<file path="src/rtl/rle_slice_pkg.sv">
package rle_slice_pkg;

  localparam int LOW_W    = 32;
  localparam int NIB_W    = 4;
  localparam int SLICE_N  = 8;
  localparam int ENT_W    = LOW_W + NIB_W;
  localparam int SMP_W    = 34;
  localparam int BIT_REP  = SMP_W;
  localparam int BIT_EXT  = SMP_W + 1;
  localparam int IDX_BITS = $clog2(SLICE_N);
  localparam int RUN_W    = ENT_W + 2;

  typedef enum logic {
    MODE_DATA = 1'b0,
    MODE_LEN  = 1'b1
  } rle_mode_e;

  // Upper nibble of entry idx: entry 0 lives in the most significant nibble.
  function automatic logic [NIB_W-1:0] top_nibble(input logic [LOW_W-1:0] hw,
                                                  input logic [IDX_BITS-1:0] idx);
    int unsigned sh;
    sh = (SLICE_N - 1 - int'(idx)) * NIB_W;
    return NIB_W'(hw >> sh);
  endfunction

  function automatic logic [ENT_W-1:0] build_entry(input logic [LOW_W-1:0] lo,
                                                   input logic [LOW_W-1:0] hw,
                                                   input logic [IDX_BITS-1:0] idx);
    return {top_nibble(hw, idx), lo};
  endfunction

  // Inline repeat count of a data entry: 1 or 2.
  function automatic logic [1:0] base_run(input logic [ENT_W-1:0] ent);
    return {1'b0, ent[BIT_REP]} + 2'd1;
  endfunction

  // Run length after a length word has been applied.
  function automatic logic [RUN_W-1:0] ext_run(input logic [1:0] pend,
                                               input logic [ENT_W-1:0] ent);
    return RUN_W'(pend) + (RUN_W'(ent) << 1);
  endfunction

endpackage

</file>
<file path="src/rtl/rle_slice_buf.sv">
module rle_slice_buf
  import rle_slice_pkg::*;
(
  input  logic             clk,
  input  logic             rst,
  input  logic             in_valid,
  input  logic             in_sos,
  input  logic [LOW_W-1:0] in_data,
  output logic             in_ready,
  output logic             ent_valid,
  output logic [ENT_W-1:0] ent_data,
  input  logic             ent_take,
  output logic             slice_full
);

  localparam int WR_W = $clog2(SLICE_N + 1);

  logic [LOW_W-1:0]    lo_q [SLICE_N];
  logic [LOW_W-1:0]    hi_q;
  logic [WR_W-1:0]     wr_q;
  logic [IDX_BITS-1:0] rd_q;
  logic                full_q;
  logic                accept;

  assign accept = in_valid && !full_q;

  always_ff @(posedge clk) begin
    if (rst) begin
      wr_q   <= '0;
      rd_q   <= '0;
      full_q <= 1'b0;
      hi_q   <= '0;
    end else begin
      if (accept) begin
        if (in_sos) begin
          lo_q[0] <= in_data;
          wr_q    <= WR_W'(1);
        end else if (wr_q == '0) begin
          wr_q <= '0;
        end else if (wr_q == WR_W'(SLICE_N)) begin
          hi_q   <= in_data;
          full_q <= 1'b1;
          wr_q   <= '0;
        end else begin
          lo_q[wr_q[IDX_BITS-1:0]] <= in_data;
          wr_q <= wr_q + WR_W'(1);
        end
      end
      if (ent_take) begin
        if (rd_q == IDX_BITS'(SLICE_N - 1)) begin
          rd_q   <= '0;
          full_q <= 1'b0;
        end else begin
          rd_q <= rd_q + IDX_BITS'(1);
        end
      end
    end
  end

  assign in_ready   = !full_q;
  assign ent_valid  = full_q;
  assign ent_data   = build_entry(lo_q[rd_q], hi_q, rd_q);
  assign slice_full = full_q;

endmodule

</file>
<file path="src/rtl/rle_run_engine.sv">
module rle_run_engine
  import rle_slice_pkg::*;
(
  input  logic             clk,
  input  logic             rst,
  input  logic             ent_valid,
  input  logic [ENT_W-1:0] ent_data,
  output logic             ent_take,
  input  logic             out_fire,
  input  logic             lim_hit,
  output logic             run_active,
  output logic [SMP_W-1:0] sample,
  output logic             len_wait
);

  rle_mode_e        mode_q;
  logic [SMP_W-1:0] sample_q;
  logic [RUN_W-1:0] run_q;
  logic [1:0]       pend_q;
  logic             run_idle;

  assign run_idle = (run_q == '0);
  assign ent_take = ent_valid && (run_idle || lim_hit);

  always_ff @(posedge clk) begin
    if (rst) begin
      mode_q   <= MODE_DATA;
      sample_q <= '0;
      run_q    <= '0;
      pend_q   <= '0;
    end else if (ent_take) begin
      if (lim_hit) begin
        run_q  <= '0;
        mode_q <= MODE_DATA;
      end else if (mode_q == MODE_DATA) begin
        sample_q <= ent_data[SMP_W-1:0];
        if (ent_data[BIT_EXT]) begin
          mode_q <= MODE_LEN;
          pend_q <= base_run(ent_data);
        end else begin
          run_q <= RUN_W'(base_run(ent_data));
        end
      end else begin
        run_q  <= ext_run(pend_q, ent_data);
        mode_q <= MODE_DATA;
      end
    end else if (out_fire) begin
      run_q <= run_q - RUN_W'(1);
    end
  end

  assign run_active = !run_idle;
  assign sample     = sample_q;
  assign len_wait   = (mode_q == MODE_LEN);

endmodule

</file>
<file path="src/rtl/rle_limit_gate.sv">
module rle_limit_gate #(
  parameter int CNT_W = 32
) (
  input  logic             clk,
  input  logic             rst,
  input  logic [CNT_W-1:0] limit,
  input  logic             run_active,
  input  logic             out_ready,
  output logic             out_valid,
  output logic             out_fire,
  output logic             lim_hit
);

  logic [CNT_W-1:0] cnt_q;

  assign lim_hit   = (cnt_q >= limit);
  assign out_valid = run_active && !lim_hit;
  assign out_fire  = out_valid && out_ready;

  always_ff @(posedge clk) begin
    if (rst) cnt_q <= '0;
    else if (out_fire) cnt_q <= cnt_q + CNT_W'(1);
  end

endmodule

</file>
<file path="src/rtl/rle_slice_decoder.sv">
module rle_slice_decoder
  import rle_slice_pkg::*;
#(
  parameter int CNT_W = 32
) (
  input  logic             clk,
  input  logic             rst,
  input  logic [CNT_W-1:0] sample_limit,
  input  logic             in_valid,
  output logic             in_ready,
  input  logic             in_sos,
  input  logic [31:0]      in_data,
  output logic             out_valid,
  input  logic             out_ready,
  output logic [33:0]      out_sample
);

  logic             ent_valid;
  logic [ENT_W-1:0] ent_data;
  logic             ent_take;
  logic             buf_full;
  logic             out_fire;
  logic             lim_hit;
  logic             run_active;
  logic             len_wait;
  logic [SMP_W-1:0] smp;

  rle_slice_buf u_buf (
    .clk        (clk),
    .rst        (rst),
    .in_valid   (in_valid),
    .in_sos     (in_sos),
    .in_data    (in_data),
    .in_ready   (in_ready),
    .ent_valid  (ent_valid),
    .ent_data   (ent_data),
    .ent_take   (ent_take),
    .slice_full (buf_full)
  );

  rle_run_engine u_eng (
    .clk        (clk),
    .rst        (rst),
    .ent_valid  (ent_valid),
    .ent_data   (ent_data),
    .ent_take   (ent_take),
    .out_fire   (out_fire),
    .lim_hit    (lim_hit),
    .run_active (run_active),
    .sample     (smp),
    .len_wait   (len_wait)
  );

  rle_limit_gate #(.CNT_W(CNT_W)) u_gate (
    .clk        (clk),
    .rst        (rst),
    .limit      (sample_limit),
    .run_active (run_active),
    .out_ready  (out_ready),
    .out_valid  (out_valid),
    .out_fire   (out_fire),
    .lim_hit    (lim_hit)
  );

  assign out_sample = smp;

endmodule

</file>
<file path="config.mk">
export PLATFORM = sky130hd
export DESIGN_NAME = rle_slice_decoder
export DESIGN_NICKNAME = d
export VERILOG_FILES = /design/src/rtl/rle_slice_pkg.sv /design/src/rtl/rle_slice_buf.sv /design/src/rtl/rle_run_engine.sv /design/src/rtl/rle_limit_gate.sv /design/src/rtl/rle_slice_decoder.sv
export SDC_FILE = /design/constraint.sdc
export NUM_CORES = 1
export LEC_CHECK = 0
export BUFFER_PORTS_ARGS = -buffer_cell sky130_fd_sc_hd__buf_2
export CAP_MARGIN = 10
export CORE_AREA = 2 2 134 233
export CTS_CLUSTER_DIAMETER = 120
export DETAILED_ROUTE_END_ITERATION = 8
export DIE_AREA = 0 0 136 235
export GPL_ROUTABILITY_DRIVEN = 0
export PLACE_DENSITY = 0.85
export SLEW_MARGIN = 20
export SYNTH_ARGS = -nofsm -noshare
export SYNTH_HDL_FRONTEND = slang
export SYNTH_SLANG_ARGS = --single-unit
</file>
<file path="constraint.sdc">
create_clock -name clk -period 6.93 [get_ports clk]
set_clock_uncertainty 0.1 [all_clocks]
set_input_delay 1.0395 -clock clk [delete_from_list [all_inputs] [get_ports clk]]
set_output_delay 1.0395 -clock clk [all_outputs]
set_load 0.02 [all_outputs]
</file>
After elaboration in Yosys (flattened, before gate mapping)

Memories as Yosys holds them, arrays and structs flattened. A register that Yosys moved wholly into a read port is not among the register bits.
Cells that the tools add are included.
W data, S select, Z words.

Bits in registers: 147
Latch bits: 0
Bits in writable memories: 256
Memory bits (read-only): 0
Input port bits: 69
Memories kept: 1

Memory list:

| memory     | words | width | rd ports | clocked after Yosys merged registers in | write ports | RTL line            | RTL |
|---|---|---|---|---|---|---|---|
| u_buf.lo_q | 8     | 32    | 1        | 1                                       | 1           | rle_slice_buf.sv:18 | `logic [LOW_W-1:0] lo_q [SLICE_N];` |

Add/sub/neg operators: 7
Multiply operators: 0
Div/mod/pow operators: 0
Magnitude comparators: 1
Eq/ne operators: 3
Shift-type cells: 1
Muxes and demuxes: 33
Bitwise logic cells: 4
Reduce and logical (&&, ||, !) cells: 16

Operators with widths:

| cell                    | count |
|---|---|
| $mux W38                | 5 |
| $add A2 B37 Y38         | 1 |
| $logic_not A38 Y1       | 1 |
| $sub A38 B1 Y38 const B | 1 |
| $add A32 B1 Y32 const B | 1 |
| $ge A32 B32 Y1          | 1 |
| $mux W32                | 1 |
| $reduce_or A32 Y1       | 1 |
| $shr A32 B32 Y4         | 1 |
| $mux W1                 | 20 |
| $mux W3                 | 4 |
| $mux W4                 | 3 |
| $reduce_and A4 Y1       | 2 |
| $add A4 B1 Y4 const B   | 1 |
| $eq A4 B4 Y1 const B    | 1 |
| $logic_and A1 B1 Y1     | 4 |
| $logic_not A4 Y1        | 1 |
| $ne A4 B2 Y1 const B    | 1 |
| $not A1 Y1              | 4 |
| $sub A3 B3 Y4 const A   | 1 |
| $add A3 B1 Y3 const B   | 1 |
| $eq A3 B3 Y1 const B    | 1 |
| $logic_not A1 Y1        | 3 |
| $reduce_and A3 Y1       | 1 |
| 4 further kinds         | 4 |

Depth between registers and ports, before layout

Depth in word-level cells: 9
Gate-level depth with buffers: 15
Depth with buffers taken out: 11

Cells and area by module

Synthesis repeated with hierarchy kept, for this count alone.

Cell total of the unflattened synthesis: 1536
Area total of the unflattened synthesis: 18841.8 um^2

Modules (own cells, without submodules):

| module         | instances | cells an instance | area an instance (um^2) |
|---|---|---|---|
| rle_slice_buf  | 1         | 597               | 11843.9 |
| rle_run_engine | 1         | 635               | 4604.4 |
| rle_limit_gate | 1         | 304               | 2393.5 |

Worst setup path after synthesis

Ideal clock, no wire load.

Path type: input-to-reg
Start: in in_valid
End: mem u_buf.lo_q[1][0] (enable)
Arrival: 4.550 ns
Required time: 6.328 ns
Setup slack: 1.778 ns
Stages on the path: 4
Path through: nand2_1 > nor2_1 > nand2_1 > nor4_1

Cells in the longest elaborated chain, start to end: 6
Elaborated cells on any way between the ends: 10
Those cells by class: mux: 8; reduce/logical: 2

Ends and longest elaborated chain:

| what                                                | RTL line               | RTL |
|---|---|---|
| start: declaration                                  | rle_slice_decoder.sv:9 | `input logic in_valid,` |
| $logic_and A1 B1 Y1 *                               | rle_slice_buf.sv:25    | `assign accept = in_valid && !full_q;` |
| $mux W1                                             | rle_slice_buf.sv:34    | `if (accept) begin` |
| $mux W1                                             | rle_slice_buf.sv:28    | `if (rst) begin` |
| $mux W1 (implied by the code)                       | rle_slice_buf.sv:45    | `lo_q[wr_q[IDX_BITS-1:0]] <= in_data;` |
| $reduce_or A32 Y1 (no line)                         | n/a                    |  |
| $mux W3 (no line) / $mux W1 (equally long branches) | n/a                    |  |
| end: declaration                                    | rle_slice_buf.sv:18    |  |

Every way passes the cells marked *; elsewhere a longest branch is shown, timed or not.

Final worst setup path

Start: reg u_eng.run_q[0]
End: out out_valid

Cells in the longest elaborated chain, start to end: 3

Ends and longest elaborated chain:

| what                     | RTL line                | RTL |
|---|---|---|
| start: declaration       | rle_run_engine.sv:18    | `logic [RUN_W-1:0] run_q;` |
| start signal: assignment | rle_run_engine.sv:41    | `run_q <= RUN_W'(base_run(ent_data));` |
| start signal: assignment | rle_run_engine.sv:44    | `run_q <= ext_run(pend_q, ent_data);` |
| start signal: assignment | rle_run_engine.sv:48    | `run_q <= run_q - RUN_W'(1);` |
| $logic_not A38 Y1        | rle_run_engine.sv:22    | `assign run_idle = (run_q == '0);` |
| $logic_not A1 Y1         | rle_run_engine.sv:52    | `assign run_active = !run_idle;` |
| $logic_and A1 B1 Y1      | rle_limit_gate.sv:17    | `assign out_valid = run_active && !lim_hit;` |
| end: declaration         | rle_slice_decoder.sv:13 | `output logic out_valid,` |

No other way between the ends.

==> results.py <==
metrics = {
    "worst_setup_path": {
        "slowest_delay_ns": 0.78,
        "critPathSlowestCell": "or4_1",
        "path_class": "flop to primary output",
        "rr_worst_depth": 11,
        "cp_max_fo": 11,
        "cp.arrival_ns": 3.92,
        "cp_cell_sequence": "inv_1 -> ha_1 -> nor3b_1 -> nand3_1 -> or4_1 -> nor3_1 -> nor2_1 -> buf_2",
        "crit_path_start_kind": "flop",
        "end_kind": "primary output",
        "worst_ep_required_time_ns": 5.79,
    },
    "sta": {
        "slew_headroom_pct": 32.4,
        "grt_setup_unrepaired": "false",
        "period_share_pct": 73.0,
        "slew_violations": 0,
        "fin_hold_ws_ns": 0.357,
        "timing.setup.tns_ns": 0,
        "setup_viol": 0,
        "fmax_mhz": 198,
        "min_period_ns": 5.06,
        "hold_violations": 0,
        "tightest_slew_ns": 1.01,
    },
    "clocking": {
        "cts_buffers": 35,
        "root_buffer": "clkbuf_16",
        "post_cts_buffers": 0,
        "max-clock-path-buffers": 3,
        "clk_latency_ns": 0.54,
        "cts_tree": "built",
        "ctsHoldBuffers": 0,
        "clkSlewWorstSetupHoldPaths_ns": 0.07,
        "cts_max_level": 2,
        "cts.sink_count": 406,
        "ctsResizeCount": 0,
    },
    "synthesis": {
        "syn-cell-area_sq_mm": 0.0181,
        "synthesis.nets": 1587,
        "synth_edf_count": 256,
        "ys_async_sr_fraction_pct": 0,
        "synth_cells": 1478,
        "synth.distinct_cells": 78,
        "synth.yosys.warnings": 0,
        "synthFlopType": "edfxtp_1",
        "ys_seq_area_share_pct": 59.0,
        "syn_avg_cell_area_sq_um": 12.3,
        "ys_seq_elements": 406,
    },
    "grt": {
        "grt_pass1_wl_um": 69200,
        "track_usage_pct": 28.2,
        "antenna_found_initial": 4,
        "grt_remaining_overflow": 0,
        "grt_pass1_vias": 12982,
        "grt_start_max_net_pins": 82,
    },
    "floorplanning": {
        "die_area_sq_mm": 0.0320,
        "fp-row-count": 84,
        "initial_core_util_pct": 60.3,
        "dieWidth_um": 136,
        "fp.dieH_um": 235,
        "core_sq_mm": 0.0301,
        "ios": 105,
    },
    "run": {
        "maxCapViolCount": 0,
    },
    "detailed_routing": {
        "wl_per_cell_um": 22.8,
        "drt_iter0_drc": 1525,
        "vias_per_cell": 6.53,
        "dr.pass1.iters": 6,
        "ant_nets": 0,
        "vias": 12895,
        "drc": 0,
        "wl_um": 45100,
    },
    "placed_design": {
        "port_buffers": 104,
        "dp_hpwl_um": 29400,
    },
    "power_and_ir_drop": {
        "p_leak_nw": 6.72,
        "power_density_mw_per_mm2": 307,
        "irDropWorstVdd_mv": 0.200,
    },
    "layout": {
        "nNetsFinal": 1665,
        "area_growth_pct": 10.9,
        "drive_above_1_share_pct": 20.0,
    },
    "hold_path": {
        "hold_depth": 2,
        "hp-class": "flop to flop",
    },
    "outcome": {
        "status": "finished, final reports clean",
    },
}
## layout make-up
type	instances	area [sq um]
sequential	406	10700
fill	2068	9970
multi-input combinational	937	6890
clock buffer	45	955
timing repair buffer	123	666
tap	387	484
inverter	53	199
clock inverter	19	190
antenna	4	10.0
## synth_stat cells, types with 9 or more instances
| library cell | number | area [sq um] |
|---|---|---|
| xnor2_1 | 31 | 272 |
| xor2_1 | 23 | 201 |
| nor2_1 | 100 | 375 |
| clkbuf_1 | 51 | 191 |
| a21oi_1 | 121 | 606 |
| ha_1 | 40 | 500 |
| or3_1 | 17 | 106 |
| mux2_2 | 33 | 372 |
| buf_4 | 9 | 67.6 |
| a31oi_1 | 13 | 81.3 |
| nand3_1 | 34 | 170 |
| nor3_1 | 44 | 220 |
| inv_1 | 53 | 199 |
| nor4_1 | 19 | 119 |
| o211ai_1 | 12 | 90.1 |
| o21ai_0 | 33 | 165 |
| mux4_2 | 71 | 1600 |
| dfxtp_1 | 150 | 3000 |
| edfxtp_1 | 256 | 7690 |
| nand4_1 | 20 | 125 |
| nand2_1 | 180 | 676 |
| o22ai_1 | 19 | 119 |
| buf_2 | 14 | 70.1 |
| a211oi_1 | 9 | 67.6 |
## path summary, 6_finish.rpt
path	slack (ns)	end	from
hold reg to reg	0.36	u_eng.sample[27]	u_eng.sample[27]
hold / removal	0.36	u_eng.sample[27]	u_eng.sample[27]
setup reg to reg	2.19	u_eng.run_q[26]	u_eng.run_q[0]
setup / recovery	1.87	out_valid	u_eng.run_q[0]
## placed cells by master (no fill, tap or decap), types with 17 or more instances in the layout
cell / count
a21oi_1: 121
buf_2: 103
buf_4: 20
clkbuf_16: 36
dfxtp_1: 147
edfxtp_1: 256
ha_1: 40
inv_1: 53
mux2_2: 33
mux4_2: 71
nand2_1: 180
nand3_1: 34
nand4_1: 20
nor2_1: 96
nor3_1: 43
o21ai_0: 33
o22ai_1: 19
or3_1: 17
xnor2_1: 31
xor2_1: 23
## state kept, by name, indices dropped and copies added, names as in the netlist, named ones only
| signal | count |
|---|---|
| u_buf.ent_valid | 1 |
| u_gate.cnt_q | 32 |
| u_eng.sample | 34 |
| u_buf.hi_q | 32 |
| u_buf.lo_q | 256 |
| u_buf.wr_q | 4 |
| u_eng.run_q | 38 |
| u_eng.pend_q | 2 |
| u_eng.len_wait | 1 |
| u_buf.rd_q | 3 |
## logic make-up (layout without fill, tap and decap cells)
logic type	after synthesis	after routing	synth area share (%)
other cells	0	4	0
xor+xnor	54	54	2.61
mux	111	111	11.3
compound gates	249	249	8.25
simple gates	483	483	12.8
buf+inv	135	240	3.25
flops	406	406	59.0
fa+ha+maj	40	40	2.76
## power breakdown
part / leakage [nW] / internal, mW / total [mW] / switching, mW
combinational: 2.65 / 0.495 / 1.39 / 0.893
clock: 0.553 / 1.10 / 1.97 / 0.871
sequential: 3.52 / 2.68 / 2.81 / 0.122
## routing by layer
layer	wire length (um)	track usage, %	vias up
met5	0	0	-
met4	3420	19.8	0
met3	3300	5.54	253
met2	23400	49.3	764
met1	15000	30.0	6200
li1	-	-	5678
## stage by stage
step	cells	cell area (sq um)	utilization, %	setup slack (ns)	total power [mW]
floorplan	1478	18100	-	1.78	3.83
global placement	1906	18900	63.0	2.33	4.11
detailed placement	1906	18900	63.0	2.22	4.15
CTS	1970	20100	66.8	2.00	6.11
global route	1974	20100	66.8	1.66	6.37
finish	1974	20100	66.8	1.87	6.16
## critical path: cells and delay by family (launching register included)
family | cells | cell delay, ns
and+or+nand+nor | 5 | 2.59
DFF | 1 | 0.35
buffers and inverters | 2 | 0.26
adders and majority gates | 1 | 0.17
No activity file was read; power rests on OpenSTA's default activity.
